--- src/rtl/hpt_pkg.sv ---
package hpt_pkg;
  localparam int VA_W        = 64;
  localparam int SHORT_SEG_W = 28;
  localparam int LONG_SEG_W  = 40;
  localparam int FOLD_SHL    = 25;

  typedef enum logic [1:0] {
    SEG_256M = 2'd0,
    SEG_1T   = 2'd1,
    SEG_RSV2 = 2'd2,
    SEG_RSV3 = 2'd3
  } seg_code_e;
endpackage

--- src/rtl/hpt_va_form.sv ---
module hpt_va_form
  import hpt_pkg::*;
#(
  parameter int VSID_W = 36
) (
  input  logic [VA_W-1:0]   ea,
  input  logic [VSID_W-1:0] vsid,
  input  logic              seg_long,
  output logic [VA_W-1:0]   va
);
  localparam int PAD_W = VA_W - VSID_W;

  logic [VA_W-1:0] vsid_ext;
  logic [VA_W-1:0] short_va;
  logic [VA_W-1:0] long_va;

  assign vsid_ext = {{PAD_W{1'b0}}, vsid};
  assign short_va = (vsid_ext << SHORT_SEG_W)
                  | {{(VA_W-SHORT_SEG_W){1'b0}}, ea[SHORT_SEG_W-1:0]};
  assign long_va  = (vsid_ext << LONG_SEG_W)
                  | {{(VA_W-LONG_SEG_W){1'b0}}, ea[LONG_SEG_W-1:0]};
  assign va = seg_long ? long_va : short_va;
endmodule

--- src/rtl/hpt_hash_calc.sv ---
module hpt_hash_calc
  import hpt_pkg::*;
#(
  parameter int HASH_W   = 39,
  parameter int PSHIFT_W = 6
) (
  input  logic [VA_W-1:0]     va,
  input  logic                seg_long,
  input  logic [PSHIFT_W-1:0] pshift,
  output logic [HASH_W-1:0]   hash
);
  logic [VA_W-1:0] seg_s;
  logic [VA_W-1:0] off_s;
  logic [VA_W-1:0] full_s;
  logic [VA_W-1:0] seg_l;
  logic [VA_W-1:0] off_l;
  logic [VA_W-1:0] full_l;

  // short segments: segment number against in-segment page number
  assign seg_s  = va >> SHORT_SEG_W;
  assign off_s  = {{(VA_W-SHORT_SEG_W){1'b0}}, va[SHORT_SEG_W-1:0]} >> pshift;
  assign full_s = seg_s ^ off_s;

  // long segments: segment number is folded onto itself before mixing
  assign seg_l  = va >> LONG_SEG_W;
  assign off_l  = {{(VA_W-LONG_SEG_W){1'b0}}, va[LONG_SEG_W-1:0]} >> pshift;
  assign full_l = seg_l ^ (seg_l << FOLD_SHL) ^ off_l;

  assign hash = seg_long ? full_l[HASH_W-1:0] : full_s[HASH_W-1:0];
endmodule

--- src/rtl/hpt_group_idx.sv ---
module hpt_group_idx #(
  parameter int HASH_W     = 39,
  parameter int GRP_ENTRY  = 8,
  parameter bit INVERT     = 1'b0,
  localparam int GRP_SH    = $clog2(GRP_ENTRY),
  localparam int IDX_W     = HASH_W + GRP_SH
) (
  input  logic [HASH_W-1:0] hash,
  input  logic [HASH_W-1:0] mask,
  output logic [IDX_W-1:0]  idx
);
  logic [HASH_W-1:0] sel;
  logic [HASH_W-1:0] grp;

  generate
    if (INVERT) begin : g_alt
      assign sel = ~hash;
    end else begin : g_main
      assign sel = hash;
    end
  endgenerate

  assign grp = sel & mask;
  assign idx = {grp, {GRP_SH{1'b0}}};
endmodule

--- src/rtl/hpt_index_gen.sv ---
module hpt_index_gen
  import hpt_pkg::*;
#(
  parameter int VSID_W    = 36,
  parameter int HASH_W    = 39,
  parameter int PSHIFT_W  = 6,
  parameter int GRP_ENTRY = 8,
  localparam int IDX_W    = HASH_W + $clog2(GRP_ENTRY)
) (
  input  logic                clk,
  input  logic                rst_n,
  input  logic                in_valid,
  output logic                in_ready,
  input  logic [VA_W-1:0]     in_ea,
  input  logic [VSID_W-1:0]   in_vsid,
  input  logic [1:0]          in_ssize,
  input  logic [PSHIFT_W-1:0] in_pshift,
  input  logic [HASH_W-1:0]   in_mask,
  output logic                out_valid,
  input  logic                out_ready,
  output logic [VA_W-1:0]     out_va,
  output logic [HASH_W-1:0]   out_hash,
  output logic [IDX_W-1:0]    out_pidx,
  output logic [IDX_W-1:0]    out_sidx,
  output logic                out_err
);
  seg_code_e         code;
  logic              seg_long;
  logic              reserved;
  logic              take;
  logic              load;
  logic [VA_W-1:0]   va_c;
  logic [HASH_W-1:0] hash_c;
  logic [IDX_W-1:0]  idx_c [2];

  logic              valid_q;
  logic              err_q;
  logic [VA_W-1:0]   va_q;
  logic [HASH_W-1:0] hash_q;
  logic [IDX_W-1:0]  pidx_q;
  logic [IDX_W-1:0]  sidx_q;

  assign code     = seg_code_e'(in_ssize);
  assign seg_long = (code == SEG_1T);
  assign reserved = (code == SEG_RSV2) || (code == SEG_RSV3);

  assign in_ready = !valid_q || out_ready;
  assign take     = in_valid && in_ready;
  assign load     = take && !reserved;

  hpt_va_form #(.VSID_W(VSID_W)) u_va (
    .ea       (in_ea),
    .vsid     (in_vsid),
    .seg_long (seg_long),
    .va       (va_c)
  );

  hpt_hash_calc #(.HASH_W(HASH_W), .PSHIFT_W(PSHIFT_W)) u_hash (
    .va       (va_c),
    .seg_long (seg_long),
    .pshift   (in_pshift),
    .hash     (hash_c)
  );

  generate
    for (genvar gi = 0; gi < 2; gi++) begin : g_grp
      hpt_group_idx #(
        .HASH_W    (HASH_W),
        .GRP_ENTRY (GRP_ENTRY),
        .INVERT    (gi == 1)
      ) u_idx (
        .hash (hash_c),
        .mask (in_mask),
        .idx  (idx_c[gi])
      );
    end
  endgenerate

  always_ff @(posedge clk or negedge rst_n) begin
    if (!rst_n) begin
      valid_q <= 1'b0;
      err_q   <= 1'b0;
    end else begin
      err_q <= take && reserved;
      if (in_ready) valid_q <= load;
    end
  end

  always_ff @(posedge clk) begin
    if (load) begin
      va_q   <= va_c;
      hash_q <= hash_c;
      pidx_q <= idx_c[0];
      sidx_q <= idx_c[1];
    end
  end

  assign out_valid = valid_q;
  assign out_err   = err_q;
  assign out_va    = va_q;
  assign out_hash  = hash_q;
  assign out_pidx  = pidx_q;
  assign out_sidx  = sidx_q;
endmodule

--- config.mk ---
export PLATFORM = sky130hd
export DESIGN_NAME = hpt_index_gen
export DESIGN_NICKNAME = d
export VERILOG_FILES = /design/src/rtl/hpt_pkg.sv /design/src/rtl/hpt_va_form.sv /design/src/rtl/hpt_hash_calc.sv /design/src/rtl/hpt_group_idx.sv /design/src/rtl/hpt_index_gen.sv
export SDC_FILE = /design/constraint.sdc
export NUM_CORES = 1
export LEC_CHECK = 0
export BUFFER_PORTS_ARGS = -buffer_cell sky130_fd_sc_hd__buf_4
export CAP_MARGIN = 20
export CORE_ASPECT_RATIO = 0.6
export CORE_UTILIZATION = 30
export DETAILED_ROUTE_END_ITERATION = 12
export PLACE_DENSITY_LB_ADDON = 0.15
export SKIP_LAST_GASP = 1
export SYNTH_ARGS = -nofsm -noshare
export SYNTH_HDL_FRONTEND = slang
export SYNTH_SLANG_ARGS = --single-unit
--- constraint.sdc ---
create_clock -name clk -period 11.4 [get_ports clk]
set_input_delay 0.57 -clock clk [delete_from_list [all_inputs] [get_ports clk]]
set_output_delay 0.57 -clock clk [all_outputs]
set_load 0.02 [all_outputs]
### Word-level counts from Yosys, hierarchy flattened

Index checks and enable logic that the tools add are counted.

| operators by class | value |
|---|---|
| $add $sub $neg | 0 |
| $mul | 0 |
| divide/modulo/power cells | 0 |
| $lt $le $gt $ge | 0 |
| equal/unequal tests | 3 |
| shift-type cells | 2 |
| muxes and demuxes | 2 |
| bitwise gates (word level) | 8 |
| reduce and logical (&&, ||, !) cells | 7 |

Operators with widths:

| kind | number |
|---|---|
| $and 39x39->39 | 2 |
| $mux 64 | 1 |
| $or 64x28->64 | 1 |
| $or 64x40->64 | 1 |
| $shr 40x6->39 | 1 |
| $mux 39 | 1 |
| $not 39->39 | 1 |
| $shr 28x6->39 | 1 |
| $xor 24x39->39 | 1 |
| $xor 36x39->39 | 1 |
| $xor 39x39->39 | 1 |
| $eq 2x2->1 const B | 2 |
| $logic_and 1x1->1 | 3 |
| $eq 2x1->1 const B | 1 |
| $logic_not 1->1 | 2 |
| $logic_or 1x1->1 | 2 |

| storage, ports and cells | value |
|---|---|
| register bits after elaboration | 183 |
| latch bits | 0 |
| bits in writable memories | 0 |
| memory bits (read-only) | 0 |
| bits of input ports | 151 |
| output and inout port bits | 190 |
| word-level logic and storage cells | 28 |
| memories | 0 |

### Depth between registers and ports, before layout

Gate-level depths: netlist (run 1).

| logic depth | value |
|---|---|
| depth in word-level cells | 7 |
| mapped depth | 11 |

### By module

Synthesis (run 1) repeated with hierarchy kept, for this count alone.

| second synthesis, totals | value |
|---|---|
| cell total of the unflattened synthesis | 843 |
| area, all modules | 11304.6 µm² |

Modules (own cells, without submodules):

| module | instances | cells each | area each (µm²) | seq. area each (µm²) |
|---|---|---|---|---|
| hpt_index_gen | 1 | 195 | 5708.0 | 5665.4 |
| hpt_hash_calc | 1 | 494 | 3963.8 | 0.0 |
| hpt_va_form | 1 | 68 | 799.5 | 0.0 |
| hpt_group_idx (g_grp[1].u_idx) | 1 | 43 | 563.0 | 0.0 |
| hpt_group_idx (g_grp[0].u_idx) | 1 | 43 | 270.3 | 0.0 |

### Worst setup path after synthesis (run 1)

OpenSTA, ideal clock, no wires.

| timing path | value |
|---|---|
| kind | input port to flip-flop |
| start point | in out_ready |
| end point | reg hash_q[0], in the netlist out_hash[0] (enable) |
| library setup time | 724 ps |
| data arrival time | 8438 ps |
| data required time | 10676 ps |
| path slack | 2237 ps |
| stages on the path | 3 |
| buffers on the path | 0 |
| path through | nand2b_1 > nand2_1 > nor2_1 |

| on the way | value |
|---|---|
| longest elaborated chain between the ends | 3 |

RTL lines:

| element | line | source |
|---|---|---|
| from (decl) | hpt_index_gen.sv:20 | `input logic out_ready,` |
| $logic_or 1x1->1 | hpt_index_gen.sv:47 | `assign in_ready = !valid_q \|\| out_ready;` |
| $logic_and 1x1->1 | hpt_index_gen.sv:48 | `assign take = in_valid && in_ready;` |
| $logic_and 1x1->1 | hpt_index_gen.sv:49 | `assign load = take && !reserved;` |
| named net load | hpt_index_gen.sv:31 | `logic load;` |
| to (signal assigned) | hpt_index_gen.sv:92 | `hash_q <= hash_c;` |
| to (decl) | hpt_index_gen.sv:39 | `logic [HASH_W-1:0] hash_q;` |

The timed path passes the listed nets, and every way through them passes these cells.
A chain may end at the register's enable or synchronous reset.

### Worst setup path in the final report (run 1)

| timing path | value |
|---|---|
| start point | in in_pshift[1] |
| end point | reg sidx_q[24], in the netlist out_sidx[24], data pin |

| on the way | value |
|---|---|
| longest elaborated chain between the ends | 5 |
| elaborated cells between the ends (all ways) | 7 |

RTL lines:

| element | line | source |
|---|---|---|
| from (decl) | hpt_index_gen.sv:17 | `input logic [PSHIFT_W-1:0] in_pshift,` |
| $shr 40x6->39 or $shr 28x6->39 (tied branches) | hpt_hash_calc.sv:26, hpt_hash_calc.sv:21 |  |
| $xor 39x39->39 or $xor 36x39->39 (tied branches) | hpt_hash_calc.sv:27, hpt_hash_calc.sv:22 |  |
| $mux 39 (*) | hpt_hash_calc.sv:29 | `assign hash = seg_long ? full_l[HASH_W-1:0] : full_s[HASH_W-1:0];` |
| $not 39->39 (*) | hpt_group_idx.sv:17 | `assign sel = ~hash;` |
| $and 39x39->39 (*) | hpt_group_idx.sv:23 | `assign grp = sel & mask;` |
| named net g_grp[1].u_idx.grp[21] | hpt_group_idx.sv:13 | `logic [HASH_W-1:0] grp;` |
| to (signal assigned) | hpt_index_gen.sv:94 | `sidx_q <= idx_c[1];` |
| to (decl) | hpt_index_gen.sv:41 | `logic [IDX_W-1:0] sidx_q;` |

The timed path passes the listed nets; every way through them passes the cells marked *.

==> impl_metrics.csv, run 1 <==
group,metric,value,unit
outcome,status,"completed",
clock_network,cts_resized,0,
global_routing,grt_usage,0.2262,
job,drv_cap,0,
clock_network,path_clk_slew,0.07,ns
critical_path,crit_chain,"buf_4, buf_4, mux2_4, mux4_2, a222oi_1, o22ai_1, nor2_2, mux2i_1",
timing,hold_viol,0,
floorplan,core_area,36620,um2
routing,dr_wl_met3,4819,um
yosys,synth_mux_area_frac,0.1792,
floorplan,dieArea,38340,um2
yosys,synth-seq-cells,183,
global_routing,first_global_vias,9217,
global_routing,grt_max_degree,170,
yosys,synthAdderAreaFrac,0,
global_routing,antenna_found_initial,2,
critical_path,crit_type,"in -> reg",
timing,max_clock_freq,0.2425,GHz
cells_and_area,nets,1433,
pwr,cellPowerDensity,124.7,nW/um2
timing,drv_slew,0,
routing,first_iter_violations,968,
routing,wirelength,43910,um
clock_network,cts_buffer_depth,2,
clock_network,cts_buffers,17,
yosys,syn_area_per_cell,11.20,um2
timing,min_period,4.124,ns
timing,grt_setup_unrepaired,"false",
cells_and_area,mostFrequentLayoutCells,"320 x buf_4, 181 x edfxtp_1, 159 x nand2_1",
global_routing,overflow,0,
clock_network,cts-root-buf,"clkbuf_16",
critical_path,worstPathRequired,11.58,ns
yosys,synth_top_family_by_area,"multiplexers",
place,place.gp.congestion,0.9542,
place,dp.cells,1763,
timing,max_slew_margin,0.05474,
routing,wl_met2,18030,um
timing,finalSetupTns,0,ns
cells_and_area,final_cells,1800,
floorplan,rows,54,
floorplan,num_io_pins,341,
yosys,synth_edf_count,181,
clock_network,ctsHoldBuffers,1,
critical_path,slowest_delay,1.21,ns
cells_and_area,drive_above_1_share,0.3478,
timing,worst_pin_slew,1.418,ns
yosys,yosysWarningCount,0,
yosys,synthDistinctLibCells,89,
yosys,synth_compound_area_frac,0.1178,
floorplan,start_util,0.3075,
critical_path,worstPathArrival,4.30,ns
yosys,yosys.area_share.simple,0.1566,
pwr,peakVddDrop,0.0001077,V
critical_path,cp-end-kind,"flop",
routing,routed.top_layer,"met4",
timing,period_share,0.3617,
floorplan,fp.dieH,152.1,um
routing,wl_met1,20460,um
yosys,async_flop_share,0.01093,
critical_path,critPathSlowestCell,"a222oi_1",
floorplan,die_x,252.1,um
routing,vias,9665,
critical_path,critPathMostFrequentCell,"buf_4",
clock_network,cts_max_level,4,
cells_and_area,final_common_cell,"buf_4",
yosys,netlist_area,11260,um2
cells_and_area,synthToLayoutAreaGrowth,29.49,%
timing,fin_skew,0.009450,ns
yosys,ys_seq_area_frac,0.4872,
yosys,synth_xor_area_frac,0.01945,
critical_path,worstSetupStartpointType,"input port",
yosys,synth_ff_type,"edfxtp_1",
min_path,min_path_type,"in -> reg",
routing,dr.pass1.iters,5,
critical_path,cp_top_family,"compound AO/OA/AOI/OAI gates",
clock_network,cts.sinks,183,
routing,drc_errors,0,
place,hpwl,33230,um
clock_network,clk_latency,0.44,ns
timing,setup_viol,0,
routing,drtAntennaViolNets,0,
critical_path,critPathBufInv,2,
pwr,p_leak,5.879,nW
routing,viasPerCell,5.369,
clock_network,post_cts_buffers,0,
routing,routedWlPerCell,24.40,um
place,port_buffers,310,
critical_path,crit_fanout,51,
yosys,synthesis.instances,1005,
clock_network,cts_tree,"done",
global_routing,grt_pass1_wl,63110,um
-- sequential cells by signal, summed over array words and instances, names as in the netlist --
signal     flops
out_hash      39
out_pidx      39
out_sidx      39
out_valid      1
out_va        64
out_err        1
-- metrics by stage --
step / worst slack [ns] / instance area, um2 / util / total power [mW] / hold WS (ns)
floorplan: 2.237 / 11280 / - / 1.071 / 0.2744
global placement: 6.970 / 13990 / 0.3820 / 1.247 / 0.3521
detailed placement: 6.965 / 13990 / 0.3820 / 1.248 / 0.3540
CTS: 7.450 / 14550 / 0.3973 / 1.834 / 0.2979
global route: 7.211 / 14580 / 0.3981 / 1.894 / 0.2983
finish: 7.276 / 14580 / 0.3981 / 1.819 / 0.3237
-- cells in the mapped netlist, types with 6 or more instances --
| cell | number | share of area |
|---|---|---|
| buf_2 | 15 | 0.0067 |
| o221ai_1 | 7 | 0.0054 |
| clkbuf_1 | 32 | 0.011 |
| edfxtp_1 | 181 | 0.48 |
| nor3_1 | 16 | 0.0071 |
| o21a_1 | 6 | 0.0040 |
| nor4_1 | 9 | 0.0050 |
| and3_1 | 8 | 0.0044 |
| buf_1 | 11 | 0.0037 |
| nand2_1 | 159 | 0.053 |
| a31oi_1 | 7 | 0.0039 |
| nor2b_1 | 13 | 0.0072 |
| o21ai_0 | 19 | 0.0084 |
| mux2i_1 | 91 | 0.081 |
| nand4_1 | 6 | 0.0033 |
| buf_4 | 11 | 0.0073 |
| nand3_1 | 26 | 0.012 |
| or3_1 | 8 | 0.0044 |
| nand2b_1 | 30 | 0.017 |
| inv_1 | 19 | 0.0063 |
| nor2_1 | 44 | 0.015 |
| xnor2_1 | 15 | 0.012 |
| a22oi_1 | 6 | 0.0040 |
| xor2_1 | 10 | 0.0078 |
| and2_1 | 19 | 0.011 |
| a21oi_1 | 21 | 0.0093 |
| o211ai_1 | 9 | 0.0060 |
| mux4_2 | 25 | 0.050 |
| mux2_2 | 40 | 0.040 |
| a211oi_1 | 7 | 0.0047 |
| o22ai_1 | 13 | 0.0072 |
-- power by group --
group	switching [mW]	leakage, nW	internal [mW]	total, mW
sequential	0.00957	1.73	0.788	0.797
clock	0.277	0.267	0.302	0.579
combinational	0.273	3.88	0.170	0.443
-- logic make-up (layout without fill, tap and decap cells) --
group	count (synthesis)	after routing
buf+inv	94	378
compound gates	176	176
flops	183	183
other cells	1	8
mux	163	163
xor+xnor	25	25
simple gates	363	363
-- layout make-up --
cell class	count	area, um2
fillers	3642	22040
flip-flops and latches	183	5485
multi-input cells	733	5366
repair buffers	325	2460
well taps	504	630.6
clock buffers	17	425.4
clock inverters	14	125.1
inverters	22	82.58
diodes	2	5.005
-- worst register-to-register path, cell delays in order (launching register included) --
cell,delay (ns)
dfrtp_1,0.39
nand2b_1,0.13
nand2_1,0.12
nor2_4,0.35
buf_12,0.69
-- worst paths after layout --
| path | to | slack (ns) | cells past startpoint | startpoint |
|---|---|---|---|---|
| worst max register to register | out_sidx[34] | 9.14 | 4 | out_valid |
| worst min-delay path | out_va[3] | 0.32 | 1 | in_ea[3] |
| worst max-delay path | out_sidx[24] | 7.28 | 8 | in_pshift[1] |
| max in group asynchronous | out_err | 10.88 | 2 | rst_n |
| worst min register to register | out_valid | 0.58 | 2 | out_valid |
| min in group asynchronous | out_valid | 0.44 | 2 | rst_n |
-- layer usage --
metal	track usage	vias up
met5	0	-
met4	0.04848	0
met3	0.08395	38
met2	0.3137	480
met1	0.3311	4765
li1	-	4382
Power figures use the tool's default switching activity.
==> run 2: changes to the inputs <==
Settings changed: ABC_AREA set to 1.
Clock period 11.4 ns to 3.36 ns, I/O delays scaled along.
==> impl_metrics.csv, run 2 <==
group,metric,value,unit
critical_path,crit_type,"in -> reg",
pwr,power_frac_comb,0.219,
cells_and_area,seqCellArea,5487,um2
timing,hold_viol,0,
routing,first_iter_violations,875,
timing,worst_pin_slew,0.7433,ns
cells_and_area,nets,1691,
critical_path,worstPathRequired,3.65,ns
yosys,synth.area.top_cells,"edfxtp_1 53%, nand2_1 13%, nand3_1 9.7%",
timing,setup_viol,0,
pwr,p_leak,6.448,nW
timing,grt_setup_unrepaired,"false",
yosys,yosysMostFrequentCell,"nand2_1",
place,hpwl,31380,um
routing,vias,9668,
floorplan,num_io_pins,341,
cells_and_area,final_cells,2012,
place,port_buffers,310,
critical_path,crit_fanout,15,
outcome,status,"completed",
routing,dr.pass1.iters,5,
yosys,synth_edf_count,181,
clock_network,cts.sinks,183,
floorplan,rows,52,
floorplan,core_area,33700,um2
pwr,cellPowerDensity,442.5,nW/um2
clock_network,path_clk_slew,0.08,ns
cells_and_area,antenna_cells,0,
yosys,syn_area_per_cell,8.552,um2
pwr,power.share.clock,0.348,
clock_network,clk_latency,0.46,ns
routing,drtAntennaViolNets,0,
yosys,synth_ff_type,"edfxtp_1",
global_routing,overflow,0,
yosys,synth-seq-cells,183,
floorplan,fp.dieH,145.4,um
pwr,internal_power,4.340,mW
timing,min_period,2.815,ns
cells_and_area,final_common_cell,"nand2_1",
global_routing,antenna_found_initial,0,
routing,viasPerCell,4.805,
global_routing,grt_usage,0.2293,
yosys,async_flop_share,0.01093,
routing,routedWlPerCell,19.86,um
critical_path,cp-end-kind,"flop",
pwr,swShare,0.3041,
clock_network,cts_buffer_depth,2,
yosys,synthDistinctLibCells,40,
place,dp.cells,1937,
global_routing,grt_pass1_wl,58590,um
cells_and_area,drive_above_1_share,0.2846,
place,placed_area,13040,um2
pwr,seq_power_share,0.432,
yosys,synthTopCellsByCount,"347 x nand2_1, 200 x nand3_1, 181 x edfxtp_1",
critical_path,worstSetupStartpointType,"input port",
clock_network,cts_tree,"done",
timing,drv_slew,0,
routing,drc_errors,0,
floorplan,start_util,0.3050,
yosys,ys_seq_area_frac,0.5336,
timing,max_slew_margin,0.5006,
routing,wirelength,39950,um
pwr,peakVddDrop,0.0003357,V
global_routing,grt_max_degree,96,
pwr,power_switching,1.897,mW
clock_network,cts_max_level,4,
job,drv_cap,0,
yosys,netlist_area,10280,um2
clock_network,cts_resized,0,
floorplan,dieArea,35030,um2
timing,max_clock_freq,0.3553,GHz
yosys,synthesis.instances,1202,
place,place.gp.congestion,0.9517,
min_path,min_path_type,"in -> reg",
cells_and_area,final_area,14090,um2
clock_network,cts_buffers,17,
floorplan,die_x,241.0,um
timing,period_share,0.8378,
yosys,synth_top_area_frac,0.5287,
cells_and_area,multi_input_comb_area,3999,um2
pwr,p_total,6.236,mW
yosys,yosysWarningCount,0,
timing,fin_skew,0.007499,ns
clock_network,cts-root-buf,"clkbuf_16",
cells_and_area,mostFrequentLayoutCells,"345 x nand2_1, 328 x buf_4, 200 x nand3_1",
cells_and_area,synthToLayoutAreaGrowth,37.10,%
critical_path,worstPathArrival,3.10,ns
yosys,post-synth-top-area-cell,"edfxtp_1",
cells_and_area,largest_register_ffs,64,
cells_and_area,nFillCells,3464,
global_routing,first_global_vias,9274,
==> run 2: path summary, 6_finish.rpt <==
check | slack (ns) | to | cells after the start | start
max in group asynchronous | 3.19 | out_valid | 2 | rst_n
max reg2reg | 1.73 | out_va[62] | 4 | out_valid
min | 0.02 | out_sidx[40] | 3 | in_mask[37]
min reg2reg | 0.60 | out_err | 3 | out_valid
max | 0.55 | out_pidx[24] | 13 | in_ssize[1]
min in group asynchronous | 0.07 | out_valid | 2 | rst_n
==> run 2: what timing repair did <==
item | 4_1_cts | 5_1_grt
hold buffers | 43 | 0
endpoints found under the hold margin | 45 | 0
setup buffers | 0 | 0
==> run 2: area by class of cell <==
type                       instances  share of cell area
timing repair buffer             374              0.2095
tap                              459             0.04075
clock buffer                      18             0.03045
sequential                       183              0.3893
inverter                         123             0.03276
clock inverter                    14             0.01349
multi-input combinational        841              0.2837
==> run 2: cells by family after synthesis <==
family                 synth area share
multiplexers                   0.007059
flip-flops                       0.5336
other                         0.0003648
AND/OR/NAND/NOR                  0.3110
XOR/XNOR                      0.0008522
AO/OA/AOI/OAI                   0.06573
buffers and inverters           0.08143
==> run 2: power by group through the flow <==
stage	combinational (mW)	clock [mW]	sequential [mW]
finish	1.37	2.17	2.70
global route	1.49	2.30	2.71
CTS	1.36	2.24	2.70
detailed placement	1.31	0	2.75
global placement	1.31	0	2.75
floorplan	0.610	0	2.90
==> run 2: critical path, cell delays in order <==
cell and delay, ns:
dlygate4sd3_1 0.54, buf_4 0.16, inv_2 0.18, nand2_2 0.28, nand2_1 0.20, nand3_1 0.28
nand3_1 0.19, nand3_1 0.11, nand3_1 0.24, nand3_1 0.16, nand3_1 0.21, nand3_1 0.13
a21oi_1 0.23
==> run 2: per-layer routing <==
| metal | vias up | global-route usage | wire, um |
|---|---|---|---|
| met3 | 31 | 0.06601 | 3391 |
| met2 | 331 | 0.3171 | 16270 |
| met1 | 4602 | 0.3485 | 19800 |
| met4 | 0 | 0.05063 | 491 |
| met5 | - | 0 | 0 |
| li1 | 4704 | - | - |
==> run 2: through the flow <==
step	TNS [ns]	utilization	hold slack, ns	worst slack, ns
2_1_floorplan	-67.98	-	-0.1276	-0.3756
3_3_place_gp	0	0.3870	-0.04935	0.7137
3_5_place_dp	0	0.3870	-0.04298	0.6512
4_1_cts	0	0.4182	0.002633	0.6312
5_1_grt	0	0.4182	0.01910	0.3541
6_report	0	0.4182	0.01526	0.5452
==> run 3: changes to the inputs <==
Clock period 3.36 ns to 2.9 ns, I/O delays scaled along.
==> impl_metrics.csv, run 3 (synthesized netlist as in run 2, its figures left out) <==
group,metric,value,unit
critical_path,r2r_slack,1.20,ns
critical_path,timing.critical_path.to,"out_pidx[24]",
routing,routedWlPerCell,19.33,um
place,dp_slack,0.3900,ns
cells_and_area,mostFrequentLayoutCells,"345 x nand2_1, 339 x buf_4, 200 x nand3_1",
critical_path,worstPathRequired,3.19,ns
clock_network,cts_buffer_depth,2,
global_routing,antenna_found_initial,0,
critical_path,crit_type,"in -> reg",
cells_and_area,final_cells,2062,
clock_network,clk_latency,0.46,ns
cells_and_area,largest_register_ffs,64,
clock_network,post_cts_buffers,0,
timing,period_share,0.8860,
critical_path,reg2reg_from,"out_valid",
cells_and_area,antenna_cells,0,
routing,drtAntennaViolNets,0,
clock_network,cts-root-buf,"clkbuf_16",
routing,vias,9837,
clock_network,cts_max_level,4,
place,place.gp.congestion,0.9829,
place,dp.cells,1950,
timing,grt_setup_unrepaired,"false",
timing,hold_viol,0,
global_routing,grt_pass1_wl,59260,um
critical_path,worstSetupStartpointType,"input port",
timing,min_period,2.569,ns
timing,worst_pin_slew,0.7889,ns
routing,first_iter_violations,709,
timing,worst_slack,0.3307,ns
critical_path,crit_fanout,16,
job,drv_cap,0,
routing,wirelength,39860,um
cells_and_area,final_core_util,0.4320,
place,hpwl,31550,um
cells_and_area,synthToLayoutAreaGrowth,41.61,%
timing,drv_slew,0,
critical_path,worstPathArrival,2.86,ns
clock_network,path_clk_slew,0.08,ns
global_routing,overflow,0,
outcome,status,"completed",
routing,dr.pass1.iters,6,
cells_and_area,nets,1741,
pwr,peakVddDrop,0.0003860,V
global_routing,grt_max_degree,66,
floorplan,core_area,33700,um2
floorplan,num_io_pins,341,
timing,setup_viol,0,
critical_path,r2r_cells,4,
cells_and_area,drive_above_1_share,0.2838,
pwr,cellPowerDensity,492.5,nW/um2
floorplan,start_util,0.3050,
timing,max_clock_freq,0.3892,GHz
floorplan,rows,52,
timing,fin_skew,0.008616,ns
floorplan,fp.dieH,145.4,um
pwr,p_total,7.169,mW
timing,max_slew_margin,0.4700,
min_path,min_path_type,"in -> reg",
place,port_buffers,310,
floorplan,dieArea,35030,um2
routing,viasPerCell,4.771,
global_routing,first_global_vias,9580,
cells_and_area,final_common_cell,"nand2_1",
pwr,p_leak,6.660,nW
critical_path,cp-end-kind,"flop",
clock_network,cts_buffers,17,
floorplan,die_x,241.0,um
clock_network,cts.sinks,183,
critical_path,startpoint,"in_ssize[1]",
routing,drc_errors,0,
clock_network,cts_tree,"done",
global_routing,grt_usage,0.2309,
critical_path,timing.rr.end,"out_pidx[18]",
-- run 3: per-stage QoR --
| stage | hold slack [ns] | TNS (ns) | cell area (um2) |
|---|---|---|---|
| global placement | -0.07182 | 0 | 13170 |
| CTS | 0.001291 | 0 | 14560 |
| global route | 0.02515 | 0 | 14560 |
| floorplan | -0.1506 | -151.24 | 10320 |
| detailed placement | -0.06768 | 0 | 13170 |
| finish | 0.02196 | 0 | 14560 |
-- run 3: how the worst min path moves through the flow --
stage | start | endpoint | slack, ns | cells past startpoint
after floorplan | rst_n | out_err | -0.15 | 0
after global placement | rst_n | out_err | -0.07 | 1
after detailed placement | rst_n | out_err | -0.07 | 1
after CTS | in_mask[10] | out_sidx[13] | 0.001 | 3
after global routing | in_mask[10] | out_sidx[13] | 0.03 | 3
final | in_mask[10] | out_sidx[13] | 0.02 | 3
-- run 3: critical path: stages --
cell and delay, ns:
dlygate4sd3_1 0.53, buf_4 0.14, inv_2 0.04, nand2_2 0.31
nand2_1 0.17, nand3_1 0.27, nand3_1 0.17, nand3_1 0.14
nand3_1 0.17, nand3_1 0.16, nand3_1 0.20, nand2_1 0.11
nand2_1 0.07, a21oi_1 0.21
-- run 3: timing repair --
item                                    CTS  global route
hold endpoints to repair                 96             0
hold buffers                             80             0
endpoints found under the setup margin    0             0
gates resized for setup                   0             0
-- run 3: final cells by class --
| type | instances | area (um2) |
|---|---|---|
| clock buffer | 18 | 429.2 |
| clock inverter | 14 | 161.4 |
| fill | 3447 | 19140 |
| inverter | 123 | 461.7 |
| multi-input combinational | 841 | 3999 |
| sequential | 183 | 5487 |
| tap | 459 | 574.3 |
| timing repair buffer | 424 | 3446 |
-- run 3: report_power, final --
group | switching, mW | internal (mW) | total, mW
registers | 0.0401 | 3.08 | 3.12
logic | 1.03 | 0.608 | 1.64
clock network | 1.18 | 1.23 | 2.40
-- run 3: routing by layer --
layer	part of all wire	track usage
met5	0	0
met4	0.010	0.04652
met3	0.075	0.05482
met2	0.41	0.3210
met1	0.51	0.3590
